[config.mk]
export PLATFORM = sky130hd
export DESIGN_NAME = cfill_top
export DESIGN_NICKNAME = d
export VERILOG_FILES = /design/src/rtl/cfill_pkg.sv /design/src/rtl/cfill_store.sv /design/src/rtl/cfill_stage.sv /design/src/rtl/cfill_ctrl.sv /design/src/rtl/cfill_top.sv
export SDC_FILE = /design/constraint.sdc
export NUM_CORES = 2
export LEC_CHECK = 0
export ABC_AREA = 1
export BUFFER_PORTS_ARGS = -buffer_cell sky130_fd_sc_hd__clkbuf_2
export CAP_MARGIN = 20
export CORE_MARGIN = 5
export CORE_UTILIZATION = 54
export DETAILED_ROUTE_END_ITERATION = 12
export PLACE_DENSITY = 0.68
export SYNTH_ARGS = -nofsm -noshare
export SYNTH_HDL_FRONTEND = slang
export SYNTH_SLANG_ARGS = --single-unit
[constraint.sdc]
create_clock -name clk_i -period 2.29 [get_ports clk_i]
set_input_delay 0.458 -clock clk_i [delete_from_list [all_inputs] [get_ports clk_i]]
set_output_delay 0.458 -clock clk_i [all_outputs]
set_load 0.005 [all_outputs]
[src/rtl/cfill_pkg.sv]
`timescale 1ns/1ps
package cfill_pkg;
  typedef enum logic [1:0] {ST_IDLE, ST_MREQ, ST_FILL} fill_st_e;
endpackage

[src/rtl/cfill_store.sv]
`timescale 1ns/1ps
module cfill_store #(
  parameter int LINES  = 8,
  parameter int WORDS  = 4,
  parameter int DATA_W = 32,
  parameter int TAG_W  = 7,
  localparam int IDX_W = $clog2(LINES),
  localparam int OFF_W = $clog2(WORDS),
  localparam int LINE_W = WORDS * DATA_W
) (
  input  logic              clk_i,
  input  logic              rst_ni,
  input  logic [IDX_W-1:0]  rd_idx_i,
  input  logic [TAG_W-1:0]  rd_tag_i,
  input  logic [OFF_W-1:0]  rd_off_i,
  output logic              hit_o,
  output logic [DATA_W-1:0] rd_word_o,
  input  logic              we_i,
  input  logic [IDX_W-1:0]  wr_idx_i,
  input  logic [TAG_W-1:0]  wr_tag_i,
  input  logic [LINE_W-1:0] wr_line_i
);
  logic [LINES-1:0] vld;
  logic [TAG_W-1:0] tag_a [LINES];
  logic [DATA_W-1:0] dat_a [LINES][WORDS];

  for (genvar l = 0; l < LINES; l++) begin : g_line
    logic              v_q;
    logic [TAG_W-1:0]  t_q;
    logic [DATA_W-1:0] d_q [WORDS];
    logic              sel;
    assign sel = we_i && (wr_idx_i == IDX_W'(l));

    always_ff @(posedge clk_i or negedge rst_ni) begin
      if (!rst_ni) begin
        v_q <= 1'b0;
        t_q <= '0;
        for (int w = 0; w < WORDS; w++) d_q[w] <= '0;
      end else if (sel) begin
        v_q <= 1'b1;
        t_q <= wr_tag_i;
        for (int w = 0; w < WORDS; w++) d_q[w] <= wr_line_i[w*DATA_W +: DATA_W];
      end
    end

    assign vld[l]   = v_q;
    assign tag_a[l] = t_q;
    for (genvar w = 0; w < WORDS; w++) begin : g_word
      assign dat_a[l][w] = d_q[w];
    end
  end

  assign hit_o     = vld[rd_idx_i] && (tag_a[rd_idx_i] == rd_tag_i);
  assign rd_word_o = dat_a[rd_idx_i][rd_off_i];

  // a written line must read back as present under its tag
  AST_WR_INSTALLS: assert property (@(posedge clk_i) disable iff (!rst_ni)
    we_i |=> (vld[$past(wr_idx_i)] && tag_a[$past(wr_idx_i)] == $past(wr_tag_i)));
endmodule

[src/rtl/cfill_stage.sv]
`timescale 1ns/1ps
module cfill_stage #(
  parameter int WORDS  = 4,
  parameter int DATA_W = 32,
  localparam int CNT_W = $clog2(WORDS),
  localparam int LINE_W = WORDS * DATA_W
) (
  input  logic              clk_i,
  input  logic              rst_ni,
  input  logic              clr_i,
  input  logic              we_i,
  input  logic [DATA_W-1:0] beat_data_i,
  output logic              last_o,
  output logic [LINE_W-1:0] line_o
);
  logic [CNT_W-1:0]  cnt_q;
  logic [DATA_W-1:0] buf_q [WORDS];

  always_ff @(posedge clk_i or negedge rst_ni) begin
    if (!rst_ni) begin
      cnt_q <= '0;
      for (int w = 0; w < WORDS; w++) buf_q[w] <= '0;
    end else if (clr_i) begin
      cnt_q <= '0;
    end else if (we_i) begin
      buf_q[cnt_q] <= beat_data_i;
      cnt_q        <= cnt_q + 1'b1;
    end
  end

  assign last_o = (cnt_q == CNT_W'(WORDS - 1));

  // current beat bypasses into its slot so the line is complete on the last beat
  for (genvar w = 0; w < WORDS; w++) begin : g_slot
    assign line_o[w*DATA_W +: DATA_W] = (cnt_q == CNT_W'(w)) ? beat_data_i : buf_q[w];
  end

  AST_STG_CLR_WE_EXCL: assert property (@(posedge clk_i) disable iff (!rst_ni)
    !(clr_i && we_i));
endmodule

[src/rtl/cfill_ctrl.sv]
`timescale 1ns/1ps
module cfill_ctrl import cfill_pkg::*; #(
  parameter bit SECURE = 1'b1,
  parameter int ADDR_W = 12,
  parameter int DATA_W = 32,
  parameter int WORDS  = 4,
  parameter int ID_W   = 2,
  localparam int OFF_W = $clog2(WORDS),
  localparam int LINE_W = WORDS * DATA_W
) (
  input  logic              clk_i,
  input  logic              rst_ni,
  input  logic              req_valid_i,
  input  logic [ADDR_W-1:0] req_addr_i,
  input  logic              cancel_i,
  input  logic              hit_i,
  input  logic [DATA_W-1:0] hit_word_i,
  output logic              req_ready_o,
  output logic              rsp_valid_o,
  output logic [DATA_W-1:0] rsp_data_o,
  output logic              mem_req_valid_o,
  input  logic              mem_req_ready_i,
  output logic [ADDR_W-OFF_W-1:0] mem_req_addr_o,
  output logic [ID_W-1:0]   mem_req_id_o,
  input  logic              mem_rsp_valid_i,
  input  logic [ID_W-1:0]   mem_rsp_id_i,
  input  logic              stg_last_i,
  input  logic [LINE_W-1:0] stg_line_i,
  output logic              stg_clr_o,
  output logic              stg_we_o,
  output logic              wr_en_o,
  output logic [ADDR_W-1:0] miss_addr_o
);
  fill_st_e st_q, st_d;
  logic [ADDR_W-1:0] addr_q;
  logic [ID_W-1:0]   cur_id_q, nxt_id_q;
  logic              drop_q, rsp_q;
  logic [DATA_W-1:0] rsp_data_q, miss_word;
  logic accept, start, kill, beat_ok;

  assign accept  = (st_q == ST_IDLE) && req_valid_i && !cancel_i;
  assign start   = accept && !hit_i;
  assign kill    = SECURE && cancel_i && (st_q != ST_IDLE);
  assign beat_ok = (st_q == ST_FILL) && mem_rsp_valid_i && (mem_rsp_id_i == cur_id_q);

  assign stg_we_o  = beat_ok && !kill;
  assign wr_en_o   = stg_we_o && stg_last_i;
  assign stg_clr_o = start || kill;
  assign miss_word = stg_line_i[addr_q[OFF_W-1:0]*DATA_W +: DATA_W];

  always_comb begin
    st_d = st_q;
    unique case (st_q)
      ST_IDLE: if (start) st_d = ST_MREQ;
      ST_MREQ: if (kill) st_d = ST_IDLE;
               else if (mem_req_ready_i) st_d = ST_FILL;
      ST_FILL: if (kill || wr_en_o) st_d = ST_IDLE;
      default: st_d = ST_IDLE;
    endcase
  end

  always_ff @(posedge clk_i or negedge rst_ni) begin
    if (!rst_ni) begin
      st_q       <= ST_IDLE;
      addr_q     <= '0;
      cur_id_q   <= '0;
      nxt_id_q   <= '0;
      drop_q     <= 1'b0;
      rsp_q      <= 1'b0;
      rsp_data_q <= '0;
    end else begin
      st_q <= st_d;
      if (start) begin
        addr_q   <= req_addr_i;
        cur_id_q <= nxt_id_q;
        nxt_id_q <= nxt_id_q + 1'b1;
      end
      if (start) drop_q <= 1'b0;
      else if (cancel_i && st_q != ST_IDLE) drop_q <= 1'b1;
      rsp_q <= (accept && hit_i) || (wr_en_o && !drop_q && !cancel_i);
      if (accept && hit_i) rsp_data_q <= hit_word_i;
      else if (wr_en_o)    rsp_data_q <= miss_word;
    end
  end

  assign req_ready_o     = (st_q == ST_IDLE);
  assign rsp_valid_o     = rsp_q && !cancel_i;
  assign rsp_data_o      = rsp_data_q;
  assign mem_req_valid_o = (st_q == ST_MREQ) && !kill;
  assign mem_req_addr_o  = addr_q[ADDR_W-1:OFF_W];
  assign mem_req_id_o    = cur_id_q;
  assign miss_addr_o     = addr_q;

  AST_HIT_RESPONDS: assert property (@(posedge clk_i) disable iff (!rst_ni)
    (accept && hit_i) |=> (rsp_valid_o || cancel_i));
  AST_MISS_ISSUES: assert property (@(posedge clk_i) disable iff (!rst_ni)
    start |=> (mem_req_valid_o || cancel_i));
  AST_MREQ_HELD: assert property (@(posedge clk_i) disable iff (!rst_ni)
    (mem_req_valid_o && !mem_req_ready_i && !(SECURE && cancel_i))
      |=> ((mem_req_valid_o || (SECURE && cancel_i)) && $stable(mem_req_addr_o)));
  AST_KILL_TO_IDLE: assert property (@(posedge clk_i) disable iff (!rst_ni)
    (SECURE && cancel_i && !req_ready_o) |=> req_ready_o);
  AST_NO_INSTALL_ON_CANCEL: assert property (@(posedge clk_i) disable iff (!rst_ni)
    (SECURE && cancel_i) |-> !wr_en_o);
  AST_NO_ACCEPT_BUSY: assert property (@(posedge clk_i) disable iff (!rst_ni)
    (!req_ready_o && req_valid_i && !wr_en_o) |=> !rsp_valid_o);
endmodule

[src/rtl/cfill_top.sv]
`timescale 1ns/1ps
module cfill_top #(
  parameter bit SECURE = 1'b1,
  parameter int ADDR_W = 12,
  parameter int DATA_W = 32,
  parameter int WORDS  = 4,
  parameter int LINES  = 8,
  parameter int ID_W   = 2,
  localparam int OFF_W = $clog2(WORDS),
  localparam int IDX_W = $clog2(LINES),
  localparam int TAG_W = ADDR_W - OFF_W - IDX_W,
  localparam int LINE_W = WORDS * DATA_W
) (
  input  logic              clk_i,
  input  logic              rst_ni,
  input  logic              req_valid_i,
  input  logic [ADDR_W-1:0] req_addr_i,
  output logic              req_ready_o,
  input  logic              cancel_i,
  output logic              rsp_valid_o,
  output logic [DATA_W-1:0] rsp_data_o,
  output logic              mem_req_valid_o,
  input  logic              mem_req_ready_i,
  output logic [ADDR_W-OFF_W-1:0] mem_req_addr_o,
  output logic [ID_W-1:0]   mem_req_id_o,
  input  logic              mem_rsp_valid_i,
  output logic              mem_rsp_ready_o,
  input  logic [ID_W-1:0]   mem_rsp_id_i,
  input  logic [DATA_W-1:0] mem_rsp_data_i
);
  logic              hit, stg_last, stg_clr, stg_we, wr_en;
  logic [DATA_W-1:0] hit_word;
  logic [LINE_W-1:0] stg_line;
  logic [ADDR_W-1:0] miss_addr;

  assign mem_rsp_ready_o = 1'b1;

  cfill_store #(.LINES(LINES), .WORDS(WORDS), .DATA_W(DATA_W), .TAG_W(TAG_W)) u_store (
    .clk_i     (clk_i),
    .rst_ni    (rst_ni),
    .rd_idx_i  (req_addr_i[OFF_W +: IDX_W]),
    .rd_tag_i  (req_addr_i[ADDR_W-1 -: TAG_W]),
    .rd_off_i  (req_addr_i[OFF_W-1:0]),
    .hit_o     (hit),
    .rd_word_o (hit_word),
    .we_i      (wr_en),
    .wr_idx_i  (miss_addr[OFF_W +: IDX_W]),
    .wr_tag_i  (miss_addr[ADDR_W-1 -: TAG_W]),
    .wr_line_i (stg_line)
  );

  cfill_stage #(.WORDS(WORDS), .DATA_W(DATA_W)) u_stage (
    .clk_i       (clk_i),
    .rst_ni      (rst_ni),
    .clr_i       (stg_clr),
    .we_i        (stg_we),
    .beat_data_i (mem_rsp_data_i),
    .last_o      (stg_last),
    .line_o      (stg_line)
  );

  cfill_ctrl #(.SECURE(SECURE), .ADDR_W(ADDR_W), .DATA_W(DATA_W), .WORDS(WORDS),
               .ID_W(ID_W)) u_ctrl (
    .clk_i           (clk_i),
    .rst_ni          (rst_ni),
    .req_valid_i     (req_valid_i),
    .req_addr_i      (req_addr_i),
    .cancel_i        (cancel_i),
    .hit_i           (hit),
    .hit_word_i      (hit_word),
    .req_ready_o     (req_ready_o),
    .rsp_valid_o     (rsp_valid_o),
    .rsp_data_o      (rsp_data_o),
    .mem_req_valid_o (mem_req_valid_o),
    .mem_req_ready_i (mem_req_ready_i),
    .mem_req_addr_o  (mem_req_addr_o),
    .mem_req_id_o    (mem_req_id_o),
    .mem_rsp_valid_i (mem_rsp_valid_i),
    .mem_rsp_id_i    (mem_rsp_id_i),
    .stg_last_i      (stg_last),
    .stg_line_i      (stg_line),
    .stg_clr_o       (stg_clr),
    .stg_we_o        (stg_we),
    .wr_en_o         (wr_en),
    .miss_addr_o     (miss_addr)
  );
endmodule

Word level (Yosys, flattened, before mapping)
Index checks and enable logic that the tools add are counted.
{ "op_classes": {"n_reduce_logical": 39, "shifts": 1, "n_addsub": 2, "order_cmp": 5, "eq_ne": 17, "n_mux": 29, "bitwise_logic": 4} }
{ "op_table": {"columns": ["op", "n"], "rows": [
  ["$bmux 128 s3", 1],
  ["$mux 32", 9],
  ["$mux 128", 2],
  ["$bwmux 128", 1],
  ["$shiftx 128x8->32", 1],
  ["$bmux 32 s2", 1],
  ["$demux 32 s2", 1],
  ["$logic_and 1x1->1", 23],
  ["$bmux 7 s3", 1],
  ["$mux 7", 2],
  ["$eq 3x3->1 const B", 4],
  ["$mux 2", 6],
  ["$reduce_bool 2->1", 4],
  ["$eq 7x7->1", 1],
  ["$eq 2x2->1 const B", 3],
  ["$eq 3x2->1 const B", 2],
  ["$ge 3x3->1 const B", 2],
  ["$not 2->3", 2],
  ["$pmux 2 s3", 1],
  ["$add 2x1->2 const B", 2],
  ["$eq 2x1->1 const B", 2],
  ["$ge 4x4->1 const B", 1],
  ["$logic_not 1->1", 4],
  ["$logic_not 2->1", 2],
  ["other kinds (15)", 19]
]} }
{ "totals": {"wordCells": 157, "output_inout_bits": 48, "inputBits": 52, "regBits": 1270} }

Logic depth before layout (Yosys ltp)
{ "logic_depth": {"depth_word": 11, "depth_mapped": 17, "mapped_depth_nobuf": 17} }

By module
Synthesis repeated with hierarchy kept, for this count alone.
{ "hier_totals": {"cells_unflattened": 7829, "area_unflattened_um2": 61049.8} }
{ "modules_own_cells": {"columns": ["mod", "n_inst", "cells_per_inst", "area_each_um2"], "rows": [
  ["cfill_store", 1, 6220, 50008.0],
  ["cfill_stage", 1, 1033, 7410.9],
  ["cfill_ctrl", 1, 574, 3619.7],
  ["cfill_top", 1, 2, 11.3]
]} }

Least setup slack after synthesis
Ideal clock, no wire load.
{ "synth_timing": {"kind": "input to register", "from": "in req_addr_i[3]", "to": "reg u_ctrl.st_q[1]", "setup_slack_ns": 0.292, "t_arrival_ns": 1.880, "n_path_buf": 3, "required_ns": 2.172, "setup_time_ns": 0.118, "cell_stages": 17, "cell_sequence": "buf_2 > inv_2 > buf_2 > nand3_1 > nand3_1 > nand2_1 > nand2_1 > nand2_1 > inv_1 > nand2_1 > nor2_1 > nand2_1 > nand2_1 > buf_4 > nand2_1 > nand3_1 > nand2_1"} }
{ "synth_between": {"elab_chain_len": 10, "elab_cells_between_ends": 12, "cone_classes": "eq/ne (2); mux (5); bitwise (1); reduce/logical (4)"} }
{ "synth_lines": {"columns": ["item", "line_no", "rtl"], "rows": [
  ["start: declaration", "cfill_top.sv:17", "input logic [ADDR_W-1:0] req_addr_i,"],
  ["$not 3->4 (implied by the code)", "cfill_store.sv:53", "assign hit_o = vld[rd_idx_i] && (tag_a[rd_idx_i] == rd_tag_i);"],
  ["$bmux 7 s3", "cfill_store.sv:53", null],
  ["$mux 7 (implied by the code) (2 in series)", "cfill_store.sv:53", null],
  ["$eq 7x7->1", "cfill_store.sv:53", null],
  ["$logic_and 1x1->1 *", "cfill_store.sv:53", null],
  ["$logic_not 1->1 *", "cfill_ctrl.sv:42", "assign start = accept && !hit_i;"],
  ["$logic_and 1x1->1 *", "cfill_ctrl.sv:42", null],
  ["$ne 2x1->1 (no line) *", null, null],
  ["$reduce_and 3->1 (no line) *", null, null],
  ["end signal: assignment", "cfill_ctrl.sv:72", "st_q <= st_d;"],
  ["end: declaration", "cfill_ctrl.sv:34", "fill_st_e st_q, st_d;"]
]} }
Every way passes the cells marked *; elsewhere a longest branch is shown, timed or not. The select of a mux whose other input is x is not followed.
A chain may end at the register's enable or synchronous reset.

Final worst setup path
{ "layout_timing": {"from": "reg u_ctrl.st_q[0]", "to": "reg u_store.g_line[1].d_q, in the netlist u_store.dat_a[890]"} }
{ "layout_between": {"elab_chain_len": 6, "elab_cells_between_ends": 9, "cone_classes": "eq/ne (1); reduce/logical (8)"} }
{ "layout_lines": {"columns": ["item", "line_no", "rtl"], "rows": [
  ["$eq 2x2->1 / $reduce_bool 2->1 (equally long branches)", "cfill_ctrl.sv:44, cfill_ctrl.sv:43", null],
  ["$logic_and 1x1->1 (on tied branches)", "cfill_ctrl.sv:44, cfill_ctrl.sv:43", null],
  ["$logic_and 1x1->1 / $logic_not 1->1 (equally long branches)", "cfill_ctrl.sv:44, cfill_ctrl.sv:46", null],
  ["$logic_and 1x1->1 *", "cfill_ctrl.sv:46", "assign stg_we_o = beat_ok && !kill;"],
  ["$logic_and 1x1->1 *", "cfill_ctrl.sv:47", "assign wr_en_o = stg_we_o && stg_last_i;"],
  ["$logic_and 1x1->1 *", "cfill_store.sv:32", "assign sel = we_i && (wr_idx_i == IDX_W'(l));"],
  ["end: declaration", "cfill_store.sv:30", "logic [DATA_W-1:0] d_q [WORDS];"]
]} }
Every way passes the cells marked *; elsewhere a longest branch is shown, timed or not.

==> flow_summary.html <==
<table>
<tr><th>Metric</th><th>Value</th></tr>
<tr><th colspan="2">Die</th></tr>
<tr><td>Die boundary width</td><td>between 300 and 400 um</td></tr>
<tr><td>Core footprint</td><td>105000 um2</td></tr>
<tr><td>I/O pin cnt</td><td>100</td></tr>
<tr><td>Y dimension of the die</td><td>roughly 340 um</td></tr>
<tr><td>Initial standard-cell utilization of the core</td><td>0.544</td></tr>
<tr><td>Std-Cell Rows</td><td>about 120</td></tr>
<tr><td>Area of the die</td><td>around 110000 um2</td></tr>
<tr><th colspan="2">Yosys</th></tr>
<tr><td>Post-Synthesis Net Count</td><td>roughly 7k</td></tr>
<tr><td>Gate Count Post-Synth</td><td>a little under 7k</td></tr>
<tr><td>Share of async-settable or async-resettable flops after synthesis</td><td>1.00</td></tr>
<tr><td>Area share of the leading cell type in the synthesized netlist</td><td>0.555</td></tr>
<tr><td>Number of flip-flops and latches in the synthesized netlist</td><td>~1.3k</td></tr>
<tr><td>Yosys warns</td><td>0</td></tr>
<tr><td>Area of the mapped netlist</td><td>~57000 um2</td></tr>
<tr><td>Number of enable flip-flop cells after synthesis</td><td>0</td></tr>
<tr><td>Most frequent cell after synthesis</td><td>sky130_fd_sc_hd__nand2_1</td></tr>
<tr><td>Most used standard cells in the synthesized netlist</td><td>sky130_fd_sc_hd__nand2_1 (1668), sky130_fd_sc_hd__dfrtp_1 (1270), sky130_fd_sc_hd__o21ai_0 (1148)</td></tr>
<tr><td>Distinct cell type count after synthesis</td><td>35</td></tr>
<tr><td>Cell type with the highest aggregate area in the netlist</td><td>sky130_fd_sc_hd__dfrtp_1</td></tr>
<tr><td>Biggest area contributors in the synthesized netlist</td><td>sky130_fd_sc_hd__dfrtp_1 (56%), sky130_fd_sc_hd__nand2_1 (11%), sky130_fd_sc_hd__o21ai_0 (10%), sky130_fd_sc_hd__o21ai_1 (6.3%), sky130_fd_sc_hd__nor2_1 (3.9%)</td></tr>
<tr><td>Mean cell area of the mapped netlist</td><td>around 8.4 um2</td></tr>
<tr><td>Share of the yosys chip area belonging to registers</td><td>0.555</td></tr>
<tr><td>Most used flip-flop cell after synthesis</td><td>sky130_fd_sc_hd__dfrtp_1</td></tr>
<tr><th colspan="2">Drt</th></tr>
<tr><td>Final antenna-violating net count</td><td>0</td></tr>
<tr><td>Via-to-Cell Ratio</td><td>about 6.1</td></tr>
<tr><td>DRT Wirelength</td><td>about 190 mm</td></tr>
<tr><td>Number of iterations in the first detailed-routing pass</td><td>6</td></tr>
<tr><td>DRC violation count after routing</td><td>0</td></tr>
<tr><td>Per-cell routed wire length</td><td>22.2 um</td></tr>
<tr><td>DRC marker count from the first detailed-route iteration</td><td>approximately 5.7k</td></tr>
<tr><td>Total via count after detailed routing</td><td>a little over 50k</td></tr>
<tr><th colspan="2">Power</th></tr>
<tr><td>Post-route total power</td><td>a little over 50000 uW</td></tr>
<tr><td>Maximum ir drop on the vdd rail</td><td>0.709 mV</td></tr>
<tr><td>Power density over the cells</td><td>760 nW/um2</td></tr>
<tr><td>Leakage power</td><td>between 0.03 and 0.04 uW</td></tr>
<tr><td>Relative contribution of combinational cells to total power</td><td>0.094</td></tr>
<tr><td>Part of the total power dissipated in sequential elements</td><td>0.449</td></tr>
<tr><td>Switching share of power</td><td>0.250</td></tr>
<tr><td>Power Internal</td><td>between 30000 and 40000 uW</td></tr>
<tr><td>Switching power total</td><td>approximately 13000 uW</td></tr>
<tr><td>Clk network pwr share</td><td>0.457</td></tr>
<tr><th colspan="2">Clocking</th></tr>
<tr><td>Clock Latency Late Sink</td><td>0.75 ns</td></tr>
<tr><td>CTS tree</td><td>done</td></tr>
<tr><td>CTS H-tree lvls</td><td>4</td></tr>
<tr><td>Clk sinks</td><td>roughly 1.3k</td></tr>
<tr><td>Clock-pin slew on the worst setup and hold paths</td><td>around 0.060 ns</td></tr>
<tr><td>Root cell of the clock tree</td><td>sky130_fd_sc_hd__clkbuf_16</td></tr>
<tr><td>Number of buffers created by CTS</td><td>139</td></tr>
<tr><td>Maximum number of buffers from clock root to sink</td><td>3</td></tr>
<tr><th colspan="2">Timing</th></tr>
<tr><td>Count of final setup violators</td><td>0</td></tr>
<tr><td>Max-Slew Margin vs Limit</td><td>0.568</td></tr>
<tr><td>Transition time at the pin with the least slew margin</td><td>0.648 ns</td></tr>
<tr><td>Tmin final</td><td>roughly 2.2 ns</td></tr>
<tr><td>Unrepaired setup endpoints after global routing</td><td>yes</td></tr>
<tr><td>Worst clock skew</td><td>~0.028 ns</td></tr>
<tr><td>Final number of max-transition violations</td><td>0</td></tr>
<tr><td>Worst-case hold slack</td><td>0.0408 ns</td></tr>
<tr><td>Final number of hold-violating endpoints</td><td>0</td></tr>
<tr><td>Setup TNS</td><td>0 ns</td></tr>
<tr><td>Tcrit/Tclk final</td><td>0.970</td></tr>
<tr><td>Achievable clock frequency</td><td>roughly 0.45 GHz</td></tr>
<tr><th colspan="2">Final layout</th></tr>
<tr><td>Final Cell Area</td><td>67700 um2</td></tr>
<tr><td>Post-synthesis to final-layout area growth</td><td>18.3%</td></tr>
<tr><td>Fraction of layout cells with a size suffix above 1</td><td>0.113</td></tr>
<tr><td>Fraction of the core area covered by cells at the end of the flow</td><td>0.643</td></tr>
<tr><td>Layout Nets</td><td>approximately 7.0k</td></tr>
<tr><th colspan="2">Global routing</th></tr>
<tr><td>Global-route wire length before repair</td><td>~290 mm</td></tr>
<tr><td>Number of global-route vias before repair</td><td>a little under 50k</td></tr>
<tr><td>Global route total overflow</td><td>0</td></tr>
<tr><td>Largest net degree at the start of global routing</td><td>around 110</td></tr>
<tr><td>Initial antenna violation count</td><td>12</td></tr>
<tr><td>Tot GR Track Use</td><td>0.324</td></tr>
<tr><th colspan="2">Placed design</th></tr>
<tr><td>Dpl cell area</td><td>between 60000 and 70000 um2</td></tr>
<tr><td>Final HPWL DP</td><td>around 110 mm</td></tr>
<tr><td>Final GP Congestion</td><td>between 0.8 and 0.9</td></tr>
<tr><td>I/O Buffers</td><td>98</td></tr>
<tr><th colspan="2">Worst setup path</th></tr>
<tr><td>CP max FO</td><td>8</td></tr>
<tr><td>CP required</td><td>around 2.9 ns</td></tr>
<tr><td>Startpoint Class</td><td>register</td></tr>
<tr><td>Signal arrival time at the worst endpoint</td><td>roughly 2.8 ns</td></tr>
<tr><td>Capturing element type of the critical path</td><td>register</td></tr>
<tr><td>Type of the worst setup path</td><td>reg2reg</td></tr>
<tr><td>FF-to-FF setup slack</td><td>about 0.07 ns</td></tr>
<tr><th colspan="2">Run status</th></tr>
<tr><td>Run status</td><td>finished clean</td></tr>
<tr><th colspan="2">Worst hold path</th></tr>
<tr><td>Hold/Removal Path Class</td><td>in2reg</td></tr>
<tr><th colspan="2">Run</th></tr>
<tr><td>Max cap viols</td><td>0</td></tr>
</table>
-- state kept, by name (all words and copies together), names as in the netlist, 2 cells and up --
register / flops
u_ctrl.mem_req_id_o: 2
u_ctrl.miss_addr_o: 12
u_ctrl.nxt_id_q: 2
u_ctrl.rsp_data_o: 32
u_ctrl.st_q: 2
u_stage.buf_q: 128
u_stage.cnt_q: 2
u_store.dat_a: 1024
u_store.g_line.t_q: 56
u_store.g_line.v_q: 8
-- cells in the final DEF, fill, tap and decap left out, types with 12 or more instances in the layout --
cell type and instances:
sky130_fd_sc_hd__a21oi_1 78, sky130_fd_sc_hd__a22oi_1 13, sky130_fd_sc_hd__buf_12 146, sky130_fd_sc_hd__buf_4 266
sky130_fd_sc_hd__bufinv_16 12, sky130_fd_sc_hd__clkbuf_1 24, sky130_fd_sc_hd__clkbuf_16 157, sky130_fd_sc_hd__clkbuf_2 93
sky130_fd_sc_hd__clkbuf_8 33, sky130_fd_sc_hd__clkinv_2 23, sky130_fd_sc_hd__dfrtp_1 1268, sky130_fd_sc_hd__inv_1 204
sky130_fd_sc_hd__nand2_1 1664, sky130_fd_sc_hd__nand3_1 156, sky130_fd_sc_hd__nor2_1 588, sky130_fd_sc_hd__o211ai_1 113
sky130_fd_sc_hd__o21a_1 25, sky130_fd_sc_hd__o21ai_0 1147, sky130_fd_sc_hd__o21ai_1 724, sky130_fd_sc_hd__o221ai_1 143
sky130_fd_sc_hd__o22ai_1 90
-- metrics by stage --
stage,instances,setup slack (ns)
after floorplan,6822,0.292
after global placement,8144,-0.102
after detailed placement,8144,-0.112
after CTS,8415,0.0107
after global routing,8453,-0.0134
final,8453,0.0689
-- logic make-up after synthesis --
group                    count (synthesis)  synth area share
AO/OA/AOI/OAI                         2340             0.223
XOR/XNOR                                 3          0.000459
AND/OR/NAND/NOR                       2431             0.164
other                                    1         0.0000655
buffers and inverters                  773            0.0567
flip-flops                            1270             0.555
adder cells (fa/ha/maj)                  4          0.000874
-- worst paths after layout --
path,from,endpoint,cells past startpoint
worst max-delay path,u_ctrl.st_q[0],u_store.dat_a[890],13
max in group asynchronous,rst_ni,u_store.dat_a[179],3
min in group asynchronous,rst_ni,u_store.dat_a[70],2
worst max register to register,u_ctrl.st_q[0],u_store.dat_a[890],13
worst min-delay path,req_addr_i[10],u_ctrl.miss_addr_o[10],3
worst min register to register,u_store.g_line[0].v_q,u_store.g_line[0].v_q,2
-- repair_timing --
item	CTS	global route
pin swaps	6	5
hold endpoints to repair	25	0
hold buffers	2	0
gates resized for setup	5	13
gates cloned	6	11
buffers inserted	12	17
endpoints found under the setup margin	81	248
-- cell type report --
type / instances / area, um2
Tap cell: 1391 / 1740
Antenna cell: 11 / 27.5
Inverter: 211 / 812
Clock buffer: 205 / 4260
Timing Repair Buffer: 535 / 6070
Multi-Input combinational cell: 4784 / 22400
Fill cell: 8734 / 37600
Sequential cell: 1270 / 31800
Clock inverter: 46 / 582
-- power by group through the flow --
stage / sequential, uW / combinational [uW] / clock, uW
2_1_floorplan: 23400 / 2370 / 0
3_3_place_gp: 23500 / 4710 / 0
3_5_place_dp: 23500 / 4750 / 0
4_1_cts: 23100 / 4800 / 23800
5_1_grt: 23100 / 5300 / 24700
6_report: 23100 / 4850 / 23500
-- routing by layer --
metal,GRT usage,share of wire
met1,0.438,0.40
met2,0.519,0.47
met3,0.0498,0.080
met4,0.156,0.047
met5,0,0
-- worst max-delay path: stages (launching register included) --
cell and delay [ns]:
sky130_fd_sc_hd__dfrtp_1 0.41, sky130_fd_sc_hd__nor2_2 0.16, sky130_fd_sc_hd__nor2_1 0.07, sky130_fd_sc_hd__nor2_1 0.10, sky130_fd_sc_hd__and2_4 0.15, sky130_fd_sc_hd__buf_12 0.12, sky130_fd_sc_hd__nand2_8 0.09, sky130_fd_sc_hd__nor2_4 0.12
sky130_fd_sc_hd__buf_12 0.17, sky130_fd_sc_hd__nand2_8 0.15, sky130_fd_sc_hd__buf_16 0.21, sky130_fd_sc_hd__buf_4 0.17, sky130_fd_sc_hd__nand2_1 0.06, sky130_fd_sc_hd__o21ai_1 0.08
Note: power is estimated with default switching activity, not from simulation.
